[config.mk]
export PLATFORM = sky130hd
export DESIGN_NAME = simd_fault_check
export DESIGN_NICKNAME = d
export VERILOG_FILES = /design/src/rtl/simd_fault_check.sv
export SDC_FILE = /design/constraint.sdc
export NUM_CORES = 1
export LEC_CHECK = 0
export ABC_AREA = 1
export BUFFER_PORTS_ARGS = -buffer_cell sky130_fd_sc_hd__buf_2
export CELL_PAD_IN_SITES_DETAIL_PLACEMENT = 1
export CELL_PAD_IN_SITES_GLOBAL_PLACEMENT = 2
export CORE_ASPECT_RATIO = 0.5
export CORE_UTILIZATION = 25
export CTS_CLUSTER_DIAMETER = 100
export DETAILED_ROUTE_END_ITERATION = 7
export PLACE_DENSITY_LB_ADDON = 0.2
export SLEW_MARGIN = 20
export SYNTH_ARGS = -nofsm -noshare
export SYNTH_HDL_FRONTEND = slang
export SYNTH_SLANG_ARGS = --single-unit
[constraint.sdc]
create_clock -name clk -period 0.8 [get_ports clk]
set_input_delay 0.08 -clock clk [delete_from_list [all_inputs] [get_ports clk]]
set_output_delay 0.08 -clock clk [all_outputs]
set_load 0.005 [all_outputs]
[src/rtl/simd_fault_check.sv]
module simd_fault_check #(
  parameter int ADDR_W      = 64,
  parameter int VA_BITS     = 48,
  parameter int ALIGN_BYTES = 16,
  parameter int WIDE_BYTES  = 16,
  parameter int NARROW_BYTES = 8,
  parameter longint unsigned REAL_LIMIT = 64'h0000_FFFF
) (
  input  logic              clk,
  input  logic              rst_n,
  input  logic              req,
  input  logic [2:0]        mode,
  input  logic              cr0_ts,
  input  logic              cr0_em,
  input  logic              cr4_fxsr,
  input  logic              cr4_xmm_exc,
  input  logic              feat_ok,
  input  logic              lock_pfx,
  input  logic              mem_op,
  input  logic              op_wide,
  input  logic [ADDR_W-1:0] ea,
  input  logic              seg_bad,
  input  logic              use_ss,
  input  logic              simd_exc,
  output logic              flt_valid,
  output logic [2:0]        flt_code
);

  localparam int ALIGN_LG = $clog2(ALIGN_BYTES);
  localparam int HI_W     = ADDR_W - VA_BITS + 1;

  localparam logic [2:0] F_NONE = 3'd0;
  localparam logic [2:0] F_GP   = 3'd1;
  localparam logic [2:0] F_SS   = 3'd2;
  localparam logic [2:0] F_NM   = 3'd3;
  localparam logic [2:0] F_UD   = 3'd4;
  localparam logic [2:0] F_XM   = 3'd5;

  localparam logic [2:0] M_REAL = 3'd1;
  localparam logic [2:0] M_V86  = 3'd2;
  localparam logic [2:0] M_LONG = 3'd4;

  localparam logic [ADDR_W:0] LIMIT    = (ADDR_W+1)'(REAL_LIMIT);
  localparam logic [ADDR_W:0] WIDE_M1  = (ADDR_W+1)'(WIDE_BYTES - 1);
  localparam logic [ADDR_W:0] NARW_M1  = (ADDR_W+1)'(NARROW_BYTES - 1);

  logic              real_like, long_md, prot_like;
  logic              bad_ctl, misalign, real_oob, canon, seg_hit;
  logic [ADDR_W:0]   last_byte;
  logic [HI_W-1:0]   hi_bits;
  logic [2:0]        code_nx;

  assign real_like = (mode == M_REAL) || (mode == M_V86);
  assign long_md   = (mode == M_LONG);
  assign prot_like = !real_like && !long_md;

  assign bad_ctl   = lock_pfx || cr0_em || !cr4_fxsr || !feat_ok;
  assign misalign  = op_wide && (ea[ALIGN_LG-1:0] != '0);
  assign last_byte = {1'b0, ea} + (op_wide ? WIDE_M1 : NARW_M1);
  assign real_oob  = last_byte > LIMIT;
  assign hi_bits   = ea[ADDR_W-1:VA_BITS-1];
  assign canon     = (&hi_bits) || !(|hi_bits);
  assign seg_hit   = (prot_like && seg_bad) || (long_md && !canon);

  always_comb begin
    code_nx = F_NONE;
    if (bad_ctl)                        code_nx = F_UD;
    else if (cr0_ts)                    code_nx = F_NM;
    else if (mem_op && misalign)        code_nx = F_GP;
    else if (mem_op && seg_hit)         code_nx = use_ss ? F_SS : F_GP;
    else if (mem_op && real_like && real_oob) code_nx = F_GP;
    else if (simd_exc)                  code_nx = cr4_xmm_exc ? F_XM : F_UD;
  end

  always_ff @(posedge clk or negedge rst_n) begin
    if (!rst_n) begin
      flt_valid <= 1'b0;
      flt_code  <= F_NONE;
    end else begin
      flt_valid <= req;
      flt_code  <= req ? code_nx : F_NONE;
    end
  end

  AST_VALID_AFTER_REQ: assert property (@(posedge clk) disable iff (!rst_n)
    req |=> flt_valid);
  AST_QUIET_AFTER_IDLE: assert property (@(posedge clk) disable iff (!rst_n)
    !req |=> !flt_valid);
  AST_IDLE_CODE_ZERO: assert property (@(posedge clk) disable iff (!rst_n)
    !flt_valid |-> flt_code == F_NONE);
  AST_LOCK_IS_UD: assert property (@(posedge clk) disable iff (!rst_n)
    (req && lock_pfx) |=> flt_code == F_UD);
  AST_TS_IS_NM: assert property (@(posedge clk) disable iff (!rst_n)
    (req && cr0_ts && !lock_pfx && !cr0_em && cr4_fxsr && feat_ok) |=> flt_code == F_NM);
  AST_CODE_LEGAL: assert property (@(posedge clk) disable iff (!rst_n)
    flt_code <= F_XM);

endmodule

* Yosys cells after proc, flatten, opt, wreduce, memory -nomap -nowiden *
Index checks and enable logic that the tools add are counted.

storage, ports and cells
  register bits after elaboration = 4
  output and inout bits = 4
  word-level logic and storage cells = 40

operators by class
  add/subtract/negate cells = 1
  order comparisons = 1
  equality and inequality tests = 3
  mux-type cells = 10
  reductions and logical operators = 23

operators by type and width
  kind                                                   number
  adder 64 x 4 -> 65 bit                                 1
  > comparator 65 x 16 -> 1 bit (second input constant)  1
  two-way mux 3 bit                                      7
  AND reduction 17 bit                                   1
  OR reduction 17 bit                                    1
  logical AND 1 bit                                      8
  zero test 1 bit                                        6
  logical OR 1 bit                                       6
  two-way mux 4 bit                                      1
  nonzero test 4 bit                                     1
  == test 3 x 1 -> 1 bit (second input constant)         1
  == test 3 x 2 -> 1 bit (second input constant)         1
  == test 3 bit (second input constant)                  1
  two-way mux 2 bit                                      1
  two-way mux 1 bit                                      1

* Depth between registers and ports, before layout *
  depth in word-level cells = 12
  gate-level depth with buffers = 21
  mapped depth without buffers = 21

* Worst setup path after synthesis *
No wires, ideal clock.

  kind = in2reg
  start point = input op_wide
  end point = register flt_code[0]
  data arrival time = 1.812 ns
  required time = 0.679 ns
  slack = -1.133 ns
  stages on the path = 18
  path buffers = 0
  path through = ha_1 > nand2_1 > nor2_1 > nand2_1 > nand2_2 > nand2_2 > nor2_4 > nand3_1 > nand2_1 > nand2_1 > nor2_1 > nand2_1 > nor2_1 > nand3_1 > nand3_2 > nand2_1 > nand2_1 > a21oi_1

between the ends
  longest elaborated chain between the ends = 10
  elaborated cells on any way between the ends = 12

RTL lines
  element                        line  source
  from (decl)                    20    input logic op_wide,
  two-way mux 4 bit              59    assign last_byte = {1'b0, ea} + (op_wide ? WIDE_M1 : NARW_M1);
  adder 64 x 4 -> 65 bit         59
  > comparator 65 x 16 -> 1 bit  60    assign real_oob = last_byte > LIMIT;
  logical AND 1 bit              71    else if (mem_op && real_like && real_oob) code_nx = F_GP;
  two-way mux 3 bit              71
  two-way mux 3 bit              70    else if (mem_op && seg_hit) code_nx = use_ss ? F_SS : F_GP;
  two-way mux 3 bit (*)          69    else if (mem_op && misalign) code_nx = F_GP;
  two-way mux 3 bit (*)          68    else if (cr0_ts) code_nx = F_NM;
  two-way mux 3 bit (*)          67    if (bad_ctl) code_nx = F_UD;
  two-way mux 3 bit (*)          81    flt_code <= req ? code_nx : F_NONE;
  to (signal assigned)           81
  to (decl)                      26    output logic [2:0] flt_code

Every way passes the cells marked *; elsewhere a longest branch is shown, timed or not.

* Final worst setup path *
  start point = input ea[28]
  end point = register flt_code[0]

between the ends
  longest elaborated chain between the ends = 9

RTL lines
  element                        line  source
  from (decl)                    21    input logic [ADDR_W-1:0] ea,
  adder 64 x 4 -> 65 bit         59
  > comparator 65 x 16 -> 1 bit  60
  logical AND 1 bit              71
  two-way mux 3 bit              71
  two-way mux 3 bit              70
  two-way mux 3 bit              69
  two-way mux 3 bit              68
  two-way mux 3 bit              67
  two-way mux 3 bit              81

Every way passes these cells.

==> flow_summary.yaml <==
logic_synthesis:
  yosys-top-cells-area: "nand2_1 35%, nor2_1 20%, inv_1 11%, nand3_1 9.1%, nand4_1 4.6%"
  synth_compound_area_frac: 0.0299
  yosys.area_share.simple: 0.800
  muxShareOfSynthArea: 0
  synth_seq_area_share: 0.0275
  synth_top_area_frac: 0.349
  synth_top_family_by_area: "simple AND/OR/NAND/NOR gates"
  ys_ff_latch: 4
  synth_xor_area_frac: 0.0217
  syn_nets: 908
  synth.distinct_cells: 30
  post_synth.cell_area_avg_um2: 4.41
  yosys.area_share.adder: 0.0103
  syn_inst: 824
  synth_top_area_cell: "nand2_1"
  ys.warnings.count: 0
  syn_area_um2: 3640
final_layout:
  layout.nets: 1229
  fillers: 2091
  utilization: 0.481
  final_layout_size_suffix_gt1_frac: 0.409
  stdcell_area_um2: 6680
  area_growth_pct: 83.6
  diodes: 0
  final_cells: 1335
route:
  drc: 0
  drt_wl_total_um: 23800
  avgViaCountPerCell: 4.87
  dr.pass1.iters: 5
  ant_nets: 0
  dr.first_iter.drc_count: 317
  wl_per_cell_um: 17.8
  num_vias: 6508
placement:
  place_congestion: 0.964
  placed_area_um2: 6010
  io_buffers: 84
  place_ws_ns: -1.74
  placed_cells: 1312
  dp_hpwl_um: 20500
setup_path:
  cpLargestDelayFamily: "simple AND/OR/NAND/NOR gates"
  critPathRequiredTime_ns: 0.90
  setup.worst_path.start_class: "primary input"
  criticalPathCategory: "primary input to register"
  cpPeakStageDelay_ns: 0.20
  critPathBufInv: 2
  end_kind: "register"
  cp_cell_sequence: "buf_2 > nand2_1 > nor2_2 > nand2_1 > nor2_2 > buf_4 > nand3_1 > nand2_1 > nand2_1 > nor2_2 > nand2_1 > nor2_1 > nand2_1 > nor2_1 > nand2_2 > nand3_2 > nand2_1 > nand2_1 > a21oi_2"
  cp_common_cell: "nand2_1"
  cp.arrival_ns: 2.28
  crit_slowest_cell: "nor2_2"
  crit_fanout: 4
clock_network:
  cts.sinks: 4
  cts-htree-levels: 1
  clock_path_buffers: 2
  cts_root_buf: "clkbuf_16"
  cts_tree: "done"
  path_clk_slew_ns: 0.03
  cts_made_buffers: 3
die:
  dieArea_um2: 15100
  die_y_um: 87.3
  num_io_pins: 85
  core_area_um2: 13900
  die_w_um: 173
  start_util: 0.262
  rows: 30
timing:
  fmax_mhz: 459
  hold_violations: 0
  finalSetupViolations: 3
  post-route-period-util: 2.72
  period_needed_ns: 2.18
  holdWs_ns: 0.135
  grt_setup_unrepaired: "true"
  finalSetupTns_ns: -3.48
  layout_setup_ws_ns: -1.38
  relSlewSlack: 0.717
  worstMarginPinSlew_ns: 0.420
  slew_viol_final: 0
power_and_ir_drop:
  vdd.ir_drop.worst_v: 0.000559
  p_leak_nw: 3.37
  power_mw: 3.21
  power_density_nw_per_um2: 481
worst_hold_path:
  whs_path_depth: 2
  min_from: "cr0_ts"
  holdPathEnd: "flt_code[1]"
  min_path_type: "primary input to register"
outcome:
  outcome: "complete, but fails checks"
  violations: "negative setup slack"
run:
  maxCapViolations: 0
global_route:
  grt_start_max_net_pins: 9
  antenna_found_initial: 1
  overflow: 0
  grt_first_pass_wirelength_um: 35400
  grt_pass1_vias: 6459
  grt_use_total: 0.308
==> Yosys cell counts, drive strengths merged <==
cell type and number:
nand3 68, xnor2 5, nor3 13, clkinv 1, nand3b 11, a21oi 7, a31oi 1, nand4 27
o21ba 1, and2 4, ha 3, a21boi 1, nor2 210, o21bai 3, inv 106, or2 1
nand2 347, dfrtp 4, nor4 3, o21ai 4, xor2 4
==> cell families after synthesis <==
family | count (synthesis)
adder cells (fa/ha/maj) | 3
flip-flops | 4
AND/OR/NAND/NOR | 684
buffers and inverters | 107
XOR/XNOR | 9
AO/OA/AOI/OAI | 17
==> placed cells by master, fill, tap and decap left out, types with 5 or more instances in the layout <==
master    synthesis  final
nand2_4           1     10
nand4_1          27     27
buf_2             0     81
nor2_1          192    143
nand2_1         338    295
buf_6             0      5
nand3b_1         11     11
nor2_2           13     47
nor2_4            5     20
xnor2_1           5      5
nor3_1           12      9
nand3_1          66     56
buf_4             0    227
nand3_2           2     11
nand2_2           8     40
inv_1           104    102
==> state kept, by name, indices dropped and copies added (netlist names) <==
signal / flops
flt_valid: 1
flt_code: 3
==> worst max-delay path by stage <==
stage	to	slack [ns]	cells after the start	startpoint
6_report	flt_code[0]	-1.38	19	ea[28]
5_1_grt	flt_code[0]	-1.49	19	op_wide
4_1_cts	flt_code[0]	-1.34	19	ea[3]
2_1_floorplan	flt_code[0]	-0.94	18	op_wide
3_5_place_dp	flt_code[0]	-1.74	18	ea[28]
3_3_place_gp	flt_code[0]	-1.70	19	op_wide
==> power by group <==
group / leakage [nW] / switching [mW] / internal [mW]
registers: 0.0512 / 0.00187 / 0.211
clock network: 0.0370 / 0.134 / 0.638
logic: 3.28 / 1.26 / 0.968
total: 3.37 / 1.39 / 1.82
==> cell type report <==
cell class,instances,area [µm²],share of cell area
sequential,4,100,0.0150
multi-input combinational,713,3670,0.549
clock buffer,3,75.1,0.0112
timing repair buffer,316,2190,0.328
tap,192,240,0.0360
inverter,107,403,0.0603
==> what timing repair did <==
action,4_1_cts,5_1_grt
hold endpoints to repair,4,1
pin swaps,35,51
setup endpoints to repair,3,4
buffers inserted,12,6
hold buffers,1,1
resized for setup,46,79
gates cloned,0,0
==> routing by layer <==
layer | part of all wire | vias to the layer above | GRT usage | wire (µm)
li1 | - | 3203 | - | -
met1 | 0.49 | 3083 | 0.419 | 11600
met2 | 0.45 | 194 | 0.540 | 10700
met3 | 0.047 | 28 | 0.0218 | 1120
met4 | 0.018 | 0 | 0.0536 | 440
met5 | 0 | - | 0 | 0
Power figures use the tool's default switching activity.
